[config.mk]
export PLATFORM = sky130hd
export DESIGN_NAME = mc_risc_core
export DESIGN_NICKNAME = d
export VERILOG_FILES = /design/src/rtl/risc_pkg.sv /design/src/rtl/risc_decode.sv /design/src/rtl/risc_alu.sv /design/src/rtl/risc_regfile.sv /design/src/rtl/risc_seq.sv /design/src/rtl/mc_risc_core.sv
export SDC_FILE = /design/constraint.sdc
export NUM_CORES = 2
export LEC_CHECK = 0
export ABC_AREA = 0
export BUFFER_PORTS_ARGS = -buffer_cell sky130_fd_sc_hd__clkbuf_2
export CAP_MARGIN = 25
export CELL_PAD_IN_SITES_DETAIL_PLACEMENT = 0
export CELL_PAD_IN_SITES_GLOBAL_PLACEMENT = 2
export CORE_MARGIN = 4
export CORE_UTILIZATION = 47
export DETAILED_ROUTE_END_ITERATION = 6
export HOLD_SLACK_MARGIN = 0.08
export PLACE_DENSITY_LB_ADDON = 0.1
export SYNTH_ARGS = -nofsm -noshare
export SYNTH_HDL_FRONTEND = slang
export SYNTH_SLANG_ARGS = --single-unit
[constraint.sdc]
create_clock -name clk -period 14.1 [get_ports clk]
set_input_delay 2.82 -clock clk [delete_from_list [all_inputs] [get_ports clk]]
set_output_delay 2.82 -clock clk [all_outputs]
set_load 0.02 [all_outputs]
[src/rtl/risc_pkg.sv]
package risc_pkg;

   typedef enum logic [2:0] {
      ST_FETCH, ST_DECODE, ST_EXEC, ST_MEM, ST_WB, ST_HALT
   } step_e;

   typedef enum logic [2:0] {
      ALU_ADD, ALU_SUB, ALU_AND, ALU_OR, ALU_SLT, ALU_SLL, ALU_SRL
   } alu_op_e;

   typedef enum logic [2:0] {
      CL_ALU_R, CL_ALU_I, CL_LOAD, CL_STORE, CL_BRANCH, CL_JUMP, CL_HALT, CL_NOP
   } iclass_e;

   localparam logic [5:0] OP_RTYPE = 6'h00;
   localparam logic [5:0] OP_J     = 6'h02;
   localparam logic [5:0] OP_JAL   = 6'h03;
   localparam logic [5:0] OP_BEQZ  = 6'h04;
   localparam logic [5:0] OP_BNEZ  = 6'h05;
   localparam logic [5:0] OP_ADDI  = 6'h08;
   localparam logic [5:0] OP_SUBI  = 6'h0A;
   localparam logic [5:0] OP_ANDI  = 6'h0C;
   localparam logic [5:0] OP_ORI   = 6'h0D;
   localparam logic [5:0] OP_LW    = 6'h23;
   localparam logic [5:0] OP_SW    = 6'h2B;
   localparam logic [5:0] OP_HALT  = 6'h3F;

   localparam logic [5:0] FN_ADD = 6'h20;
   localparam logic [5:0] FN_SUB = 6'h22;
   localparam logic [5:0] FN_AND = 6'h24;
   localparam logic [5:0] FN_OR  = 6'h25;
   localparam logic [5:0] FN_SLT = 6'h2A;
   localparam logic [5:0] FN_SLL = 6'h04;
   localparam logic [5:0] FN_SRL = 6'h06;

endpackage

[src/rtl/risc_decode.sv]
module risc_decode
   import risc_pkg::*;
#(
   parameter int XLEN     = 32,
   parameter int RA_W     = 5,
   parameter int LINK_REG = 31
) (
   input  logic [XLEN-1:0] ir,
   output iclass_e         cls,
   output alu_op_e         alu_op,
   output logic            link,
   output logic            br_zero,
   output logic [RA_W-1:0] dest
);
   logic [5:0] opc;
   logic [5:0] fn;
   logic       unused_bits;

   assign opc = ir[31:26];
   assign fn  = ir[5:0];
   assign unused_bits = ^ir[10:6];

   always_comb begin
      cls     = CL_NOP;
      alu_op  = ALU_ADD;
      link    = 1'b0;
      br_zero = 1'b0;
      unique case (opc)
         OP_RTYPE: begin
            cls = CL_ALU_R;
            unique case (fn)
               FN_ADD:  alu_op = ALU_ADD;
               FN_SUB:  alu_op = ALU_SUB;
               FN_AND:  alu_op = ALU_AND;
               FN_OR:   alu_op = ALU_OR;
               FN_SLT:  alu_op = ALU_SLT;
               FN_SLL:  alu_op = ALU_SLL;
               FN_SRL:  alu_op = ALU_SRL;
               default: cls = CL_NOP;
            endcase
         end
         OP_J:    cls = CL_JUMP;
         OP_JAL:  begin cls = CL_JUMP; link = 1'b1; end
         OP_BEQZ: begin cls = CL_BRANCH; br_zero = 1'b1; end
         OP_BNEZ: cls = CL_BRANCH;
         OP_ADDI: cls = CL_ALU_I;
         OP_SUBI: begin cls = CL_ALU_I; alu_op = ALU_SUB; end
         OP_ANDI: begin cls = CL_ALU_I; alu_op = ALU_AND; end
         OP_ORI:  begin cls = CL_ALU_I; alu_op = ALU_OR; end
         OP_LW:   cls = CL_LOAD;
         OP_SW:   cls = CL_STORE;
         OP_HALT: cls = CL_HALT;
         default: cls = CL_NOP;
      endcase
   end

   // destination field moves with the format
   always_comb begin
      if (link)
         dest = RA_W'(LINK_REG);
      else if (cls == CL_ALU_R)
         dest = ir[15:11];
      else
         dest = ir[20:16];
   end
endmodule

[src/rtl/risc_alu.sv]
module risc_alu
   import risc_pkg::*;
#(
   parameter int XLEN = 32
) (
   input  logic [XLEN-1:0] opa,
   input  logic [XLEN-1:0] opb,
   input  alu_op_e         op,
   output logic [XLEN-1:0] res
);
   localparam int SH_W = $clog2(XLEN);

   logic [SH_W-1:0] shamt;
   assign shamt = opb[SH_W-1:0];

   always_comb begin
      unique case (op)
         ALU_ADD: res = opa + opb;
         ALU_SUB: res = opa - opb;
         ALU_AND: res = opa & opb;
         ALU_OR:  res = opa | opb;
         ALU_SLT: res = {{(XLEN-1){1'b0}}, ($signed(opa) < $signed(opb))};
         ALU_SLL: res = opa << shamt;
         ALU_SRL: res = opa >> shamt;
         default: res = '0;
      endcase
   end
endmodule

[src/rtl/risc_regfile.sv]
module risc_regfile #(
   parameter int XLEN     = 32,
   parameter int REG_CNT  = 32,
   parameter bit RF_CLEAR = 1'b1,
   localparam int RA_W    = $clog2(REG_CNT)
) (
   input  logic            clk,
   input  logic            rst_n,
   input  logic [RA_W-1:0] ra1,
   input  logic [RA_W-1:0] ra2,
   input  logic [RA_W-1:0] ra3,
   input  logic            we,
   input  logic [RA_W-1:0] wa,
   input  logic [XLEN-1:0] wd,
   output logic [XLEN-1:0] rd1,
   output logic [XLEN-1:0] rd2,
   output logic [XLEN-1:0] rd3
);
   logic [XLEN-1:0] regs [REG_CNT];

   assign regs[0] = '0;

   for (genvar i = 1; i < REG_CNT; i++) begin : g_reg
      if (RF_CLEAR) begin : g_clr
         always_ff @(posedge clk or negedge rst_n) begin
            if (!rst_n)
               regs[i] <= '0;
            else if (we && wa == RA_W'(i))
               regs[i] <= wd;
         end
      end else begin : g_noclr
         always_ff @(posedge clk) begin
            if (we && wa == RA_W'(i))
               regs[i] <= wd;
         end
      end
   end

   assign rd1 = regs[ra1];
   assign rd2 = regs[ra2];
   assign rd3 = regs[ra3];
endmodule

[src/rtl/risc_seq.sv]
module risc_seq
   import risc_pkg::*;
(
   input  logic    clk,
   input  logic    rst_n,
   input  iclass_e cls,
   input  logic    link,
   output step_e   step
);
   step_e nxt;

   always_comb begin
      nxt = step;
      unique case (step)
         ST_FETCH:  nxt = ST_DECODE;
         ST_DECODE: nxt = (cls == CL_HALT) ? ST_HALT : ST_EXEC;
         ST_EXEC:   nxt = ST_MEM;
         ST_MEM: begin
            if (cls == CL_ALU_R || cls == CL_ALU_I || cls == CL_LOAD ||
                (cls == CL_JUMP && link))
               nxt = ST_WB;
            else
               nxt = ST_FETCH;
         end
         ST_WB:     nxt = ST_FETCH;
         ST_HALT:   nxt = ST_HALT;
         default:   nxt = ST_FETCH;
      endcase
   end

   always_ff @(posedge clk or negedge rst_n) begin
      if (!rst_n) step <= ST_FETCH;
      else        step <= nxt;
   end
endmodule

[src/rtl/mc_risc_core.sv]
module mc_risc_core
   import risc_pkg::*;
#(
   parameter int          XLEN     = 32,
   parameter int          REG_CNT  = 32,
   parameter int          LINK_REG = 31,
   parameter logic [31:0] RESET_PC = 32'h0,
   parameter bit          RF_CLEAR = 1'b1,
   localparam int         RA_W     = $clog2(REG_CNT),
   localparam int         IMM_W    = 16,
   localparam int         JOFF_W   = 26
) (
   input  logic            clk,
   input  logic            rst_n,
   output logic [XLEN-1:0] imem_addr,
   input  logic [XLEN-1:0] imem_rdata,
   output logic [XLEN-1:0] dmem_addr,
   output logic [XLEN-1:0] dmem_wdata,
   input  logic [XLEN-1:0] dmem_rdata,
   output logic            dmem_rd,
   output logic            dmem_wr,
   output logic            halted,
   input  logic [RA_W-1:0] dbg_sel,
   output logic [XLEN-1:0] dbg_data
);
   if (XLEN != 32) begin : g_bad_xlen
      $error("mc_risc_core: instruction fields require XLEN of 32");
   end
   if (REG_CNT != 32) begin : g_bad_regs
      $error("mc_risc_core: 5-bit register fields require REG_CNT of 32");
   end
   if (LINK_REG <= 0 || LINK_REG >= REG_CNT) begin : g_bad_link
      $error("mc_risc_core: LINK_REG out of range");
   end

   step_e           step;
   iclass_e         cls;
   alu_op_e         alu_op;
   logic            link, br_zero;
   logic [RA_W-1:0] dest;

   logic [XLEN-1:0] pc, ir, npc, a_q, b_q, imm_q, alu_q, lmd_q;
   logic            cond_q;
   logic [XLEN-1:0] rf_a, rf_b, joff, opa, opb, alu_y, wb_data;
   logic            rf_we;

   risc_seq u_seq (
      .clk(clk), .rst_n(rst_n), .cls(cls), .link(link), .step(step)
   );

   risc_decode #(.XLEN(XLEN), .RA_W(RA_W), .LINK_REG(LINK_REG)) u_dec (
      .ir(ir), .cls(cls), .alu_op(alu_op), .link(link),
      .br_zero(br_zero), .dest(dest)
   );

   risc_regfile #(.XLEN(XLEN), .REG_CNT(REG_CNT), .RF_CLEAR(RF_CLEAR)) u_rf (
      .clk(clk), .rst_n(rst_n),
      .ra1(ir[25:21]), .ra2(ir[20:16]), .ra3(dbg_sel),
      .we(rf_we), .wa(dest), .wd(wb_data),
      .rd1(rf_a), .rd2(rf_b), .rd3(dbg_data)
   );

   assign joff = {{(XLEN-JOFF_W){ir[JOFF_W-1]}}, ir[JOFF_W-1:0]};

   // one adder serves ALU ops, addresses and control-flow targets
   assign opa = (cls == CL_BRANCH || cls == CL_JUMP) ? npc : a_q;
   assign opb = (cls == CL_ALU_R) ? b_q : (cls == CL_JUMP) ? joff : imm_q;

   risc_alu #(.XLEN(XLEN)) u_alu (
      .opa(opa), .opb(opb), .op(alu_op), .res(alu_y)
   );

   always_ff @(posedge clk or negedge rst_n) begin
      if (!rst_n) begin
         pc     <= RESET_PC;
         ir     <= '0;
         npc    <= '0;
         a_q    <= '0;
         b_q    <= '0;
         imm_q  <= '0;
         alu_q  <= '0;
         lmd_q  <= '0;
         cond_q <= 1'b0;
      end else begin
         unique case (step)
            ST_FETCH: begin
               ir  <= imem_rdata;
               npc <= pc + XLEN'(4);
            end
            ST_DECODE: begin
               a_q   <= rf_a;
               b_q   <= rf_b;
               imm_q <= {{(XLEN-IMM_W){ir[IMM_W-1]}}, ir[IMM_W-1:0]};
            end
            ST_EXEC: begin
               alu_q <= alu_y;
               if (cls == CL_BRANCH)
                  cond_q <= br_zero ? (a_q == '0) : (a_q != '0);
               else
                  cond_q <= (cls == CL_JUMP);
            end
            ST_MEM: begin
               if (cls == CL_LOAD) lmd_q <= dmem_rdata;
               pc <= cond_q ? alu_q : npc;
            end
            default: ;
         endcase
      end
   end

   assign wb_data = (cls == CL_LOAD) ? lmd_q : link ? npc : alu_q;
   assign rf_we   = (step == ST_WB);

   assign imem_addr  = pc;
   assign dmem_addr  = alu_q;
   assign dmem_wdata = b_q;
   assign dmem_rd    = (step == ST_MEM) && (cls == CL_LOAD);
   assign dmem_wr    = (step == ST_MEM) && (cls == CL_STORE);
   assign halted     = (step == ST_HALT);
endmodule

# [After elaboration in Yosys (flattened, before gate mapping)]
# Cells that the tools add are included.
[totals] regBits=1236 latchBits=0 ram_bits=0 rom_bits=0 output_inout_bits=131 wordCells=199 n_memories=0
[op_classes] addsub=3 n_mul=0 n_div=0 order_cmp=4 n_eq_ne=66 n_shift=2 mux=29 n_bitwise=5 reduce_logical=49
[op_table] cell="binary-select mux 32 bit (select 5 bit)" n=3
[op_table] cell="two-way mux 32 bit" n=12
[op_table] cell="one-hot mux 32 bit (7 select lines)" n=1
[op_table] cell="equality test 5 bit, second input constant" n=16
[op_table] cell="equality test 6 bit, second input constant" n=8
[op_table] cell="equality test 5 x 4 -> 1 bit, second input constant" n=8
[op_table] cell="logical AND 1 bit" n=34
[op_table] cell="adder 32 x 3 -> 32 bit, second input constant" n=1
[op_table] cell="adder 32 bit" n=1
[op_table] cell="bitwise AND 32 bit" n=1
[op_table] cell="zero test 32 bit" n=1
[op_table] cell="less-than comparator 32 bit" n=1
[op_table] cell="OR 32 bit" n=1
[op_table] cell="nonzero test 32 bit" n=1
[op_table] cell="left shift 32 x 5 -> 32 bit" n=1
[op_table] cell="right shift 32 x 5 -> 32 bit" n=1
[op_table] cell="subtractor 32 bit" n=1
[op_table] cell="equality test 3 bit, second input constant" n=8
[op_table] cell="equality test 6 x 3 -> 1 bit, second input constant" n=4
[op_table] cell="equality test 6 x 4 -> 1 bit, second input constant" n=4
[op_table] cell="one-hot mux 3 bit (7 select lines)" n=1
[op_table] cell="equality test 5 x 3 -> 1 bit, second input constant" n=4
[op_table] cell="equality test 3 x 2 -> 1 bit, second input constant" n=6
[op_table] cell="greater-or-equal comparator 6 bit, second input constant" n=3
[op_table] cell="18 further kinds" n=36

# [Longest topological paths before layout]
[logic_depth] ltp_word=10 mapped_depth=21

# [Hierarchy]
# A second synthesis with hierarchy kept.
[unflattened] hier_cells=6632 hier_area_um2=81400.6
[by_module_without_submodules] mod="risc_regfile" instances=1 cells_per_inst=4293 area_each_um2=61328.8
[by_module_without_submodules] mod="mc_risc_core" instances=1 cells_per_inst=1055 area_each_um2=11568.6
[by_module_without_submodules] mod="risc_alu" instances=1 cells_per_inst=1195 area_each_um2=7905.1
[by_module_without_submodules] mod="risc_decode" instances=1 cells_per_inst=74 area_each_um2=446.7
[by_module_without_submodules] mod="risc_seq" instances=1 cells_per_inst=15 area_each_um2=151.4

# [Least setup slack after synthesis]
# Ideal clock, no wire load.
[synth_path] path_type="input to output" start="input dbg_sel[0]" end="output dbg_data[0]" t_arrival_ns=5.144 required_time_ns=11.280 setup_slack_ns=6.136 cell_stages=6 cell_sequence="clkbuf_1 > clkbuf_1 > buf_1 > mux4_2 > mux4_2 > mux2_2"
[synth_via] elab_chain_cells=4
[synth_lines] element="start: declaration" line="mc_risc_core.sv:23" text="input logic [RA_W-1:0] dbg_sel,"
[synth_lines] element="NOT 5 -> 6 bit (not written as such)" line="risc_regfile.sv:41" text="assign rd3 = regs[ra3];"
[synth_lines] element="binary-select mux 32 bit (select 5 bit)" line="risc_regfile.sv:41"
[synth_lines] element="two-way mux 32 bit (not written as such) (2 in a row)" line="risc_regfile.sv:41"
[synth_lines] element="end: declaration" line="mc_risc_core.sv:24" text="output logic [XLEN-1:0] dbg_data"
# No other way between the ends. The select of a mux whose other input is x is not followed.

# [Final worst setup path]
[layout_path] start="input dbg_sel[0]" end="output dbg_data[1]"
# Same word-level chain as after synthesis.

==> flow_metrics.py <==
metrics = {
    "synth": {
        "synth-edff-count": 0,
        "ys_types": 92,
        "syn_area_per_cell_sq_um": 10.9,
        "ys_seq_area_share_pct": 39.4,
        "syn_inst": 7182,
        "ys.flop_type": "dfrtp_1",
        "ys_top_cells_by_count": "nand2_1 (1,277), dfrtp_1 (1,236), o21ai_0 (1,125)",
        "synth_area_sq_um": 78500,
        "ys_warn_count": 0,
        "synthTopCellsByArea": "dfrtp_1 (39%), mux4_2 (25%), o21ai_0 (7.2%)",
        "synth.most_common_cell": "nand2_1",
        "yosys.area.top_type": "dfrtp_1",
        "synth.net_count": 7366,
        "synthArstFlopShare_pct": 100,
        "ys_ff_latch": 1236,
        "synth_top_area_share_pct": 39.4,
    },
    "detailed_routing": {
        "firstDrtPassIters": 6,
        "post-route-drc-count": 0,
        "vias": 60700,
        "drt_wl_total_um": 299000,
        "via_per_inst": 6.50,
        "final_antenna_net_count": 0,
        "wire_per_inst_um": 32.0,
        "drt_iter0_drc": 6478,
    },
    "final_layout": {
        "n_fill_cell": 14500,
        "areaGrowthSynthToFinish_pct": 10.9,
        "nNetsFinal": 7204,
        "fin_area_sq_um": 87000,
        "drive_above_1_share_pct": 25.0,
    },
    "worst_setup_path": {
        "critPathMaxFanout": 78,
        "reg2reg_slack_ns": 7.69,
        "r2r-end": "dmem_addr[21]",
        "crit_path_end_kind": "primary output",
        "required_ns": 11.28,
        "cp-start-kind": "input port",
        "critical_path_class": "input port to primary output",
        "r2r-start": "ir[27]",
        "crit_arrival_ns": 6.11,
        "ff2ff_path_depth": 16,
    },
    "floorplanning": {
        "rows": 149,
        "pin_count": 202,
        "fp.dieH_um": 417,
        "core_area_sq_um": 165000,
        "fp.dieArea_sq_um": 174000,
        "die_w_um": 417,
        "initial_core_util_pct": 47.4,
    },
    "placement": {
        "place_congestion": 0.973,
        "io_buffers": 201,
        "placed_area_sq_um": 81500,
        "place_ws_ns": 5.07,
        "hpwlAfterDp_um": 191000,
    },
    "outcome": {
        "outcome": "complete, no violations",
    },
    "clock_network": {
        "root_buffer": "clkbuf_16",
        "cts_sinks": 1236,
        "clk_pin_slew_ns": 0.06,
        "post_cts_resized": 0,
        "cts_tree": "yes",
        "post_cts_buffers": 0,
        "clk_latency_ns": 0.82,
        "numCtsBuffers": 148,
        "cts.htree.levels": 4,
        "clock_path_buffers": 3,
        "ctsHoldBuffers": 0,
    },
    "min_path": {
        "min_path_type": "register to register",
        "min_path_cells": 1,
        "worstHoldStart": "imm_q[13]",
        "min_to": "imm_q[13]",
    },
    "power_and_ir_drop": {
        "p_sw_mw": 7.65,
        "ir_worst_vdd_v": 0.000149,
        "sw_frac_of_total_pct": 45.4,
        "p_per_area_nw_per_um2": 193,
        "comb_power_share_pct": 46.8,
        "seq_power_share_pct": 29.0,
        "clockPowerShare_pct": 24.2,
        "p_leak_nw": 36.6,
        "power.internal_mw": 9.19,
    },
    "grt": {
        "grt_pass1_wl_um": 435000,
        "grt.total_usage_pct": 34.5,
        "grt_max_degree": 160,
        "gr-total-overflow": 0,
        "grt_pass1_vias": 59300,
        "antenna_found_initial": 15,
    },
    "sta": {
        "max_freq_mhz": 112,
        "slew_viol_final": 0,
        "final-setup-viol-count": 0,
        "finalHoldViolCount": 0,
        "setup_ws_ns": 5.17,
        "fin_setup_tns_ns": 0,
        "relSlewSlack_pct": 21.6,
        "fin_skew_ns": 0.0376,
        "tightest_slew_ns": 1.18,
        "period_share_pct": 63.4,
        "rsz0062_at_grt": "false",
        "fin_crit_ns": 8.93,
    },
    "run": {
        "maxCapViolCount": 0,
    },
}
[placed cells by master (no fill, tap or decap), types with 18 or more instances in the layout]
cell       Yosys  routed
a211oi_1      29      29
inv_1        157     157
xnor2_1       35      35
a21o_1        20      20
o21ai_2        2      21
buf_4          4     152
o21ai_0     1125    1093
clkinv_2       0      23
clkbuf_16      0     149
a31oi_1       34      34
clkbuf_2       0     195
ha_1         111     111
nand2_4        0      19
xor2_1        22      22
clkbuf_8       0      32
dfrtp_1     1236    1225
clkbuf_1     544      28
nor2_1       183     178
nor3_1        39      36
a21oi_1      320     319
mux2i_1      374     373
o211ai_1      31      31
o21a_1        33      33
a22o_1        35      35
nand2_1     1277    1257
mux2_2       173     173
a22oi_1       18      18
mux4_2       868     868
nand3_1       82      80
[metal layers]
layer	global-route usage, %	vias up	share of wire (%)
met5	0	-	0.0074
met1	46.7	31300	41
met3	6.72	579	7.6
met2	54.5	2559	47
met4	14.7	4	4.9
li1	-	26300	-
[sequential cells by signal, summed over array words and instances (netlist names)]
name	cells
ir	32
imm_q	16
a_q	32
dmem_wdata	32
u_rf.regs	992
npc	32
imem_addr	32
u_seq.step	3
lmd_q	32
cond_q	1
dmem_addr	32
[power by group through the flow]
stage / clock (mW) / sequential [mW] / combinational (mW)
floorplan: 0 / 4.50 / 5.24
global placement: 0 / 4.93 / 7.71
detailed placement: 0 / 4.94 / 7.74
CTS: 4.14 / 4.88 / 7.76
global route: 4.29 / 4.94 / 8.38
finish: 4.08 / 4.89 / 7.87
[worst max-delay path: stages]
cell,delay [ns]
buf_8,0.65
buf_4,0.79
mux4_2,0.62
mux4_2,0.50
mux2_2,0.31
clkbuf_2,0.23
[cell families (layout without fill, tap and decap cells)]
family          after synthesis  in the layout  share of synthesized area [%]
compound gates             1789           1789                           12.7
flops                      1236           1236                           39.4
other cells                   0              3                              0
xor+xnor                     57             57                          0.636
mux                        1419           1419                           32.3
simple gates               1717           1717                           8.96
fa+ha+maj                   113            113                           1.82
buf+inv                     851            814                           4.19
[layout make-up]
cell class,instances,area [sq um],area share (%)
Antenna cell,3,7.51,0.00863
Clock buffer,209,4270,4.91
Clock inverter,66,890,1.02
Inverter,161,609,0.700
Multi-Input combinational cell,5095,44800,51.4
Sequential cell,1236,31000,35.6
Tap cell,2189,2740,3.15
Timing Repair Buffer,378,2770,3.18
[through the flow]
step / std cells / power, mW / hold WS, ns / util [%]
global placement: 9035 / 12.6 / 0.485 / 49.2
floorplan: 7182 / 9.75 / 0.446 / -
global route: 9334 / 17.6 / 0.528 / 52.6
CTS: 9318 / 16.8 / 0.505 / 52.4
finish: 9337 / 16.8 / 0.504 / 52.6
detailed placement: 9043 / 12.7 / 0.493 / 49.3
[how the worst max path moves through the flow]
stage	startpoint	to	slack [ns]	depth (start not counted)
floorplan	dbg_sel[0]	dbg_data[0]	6.14	6
global placement	dbg_sel[0]	dbg_data[0]	5.13	6
detailed placement	dbg_sel[0]	dbg_data[0]	5.07	6
CTS	dbg_sel[0]	dbg_data[0]	5.06	6
global route	dbg_sel[0]	dbg_data[1]	4.95	6
finish	dbg_sel[0]	dbg_data[1]	5.17	6
Note: power is estimated with default switching activity, not from simulation.
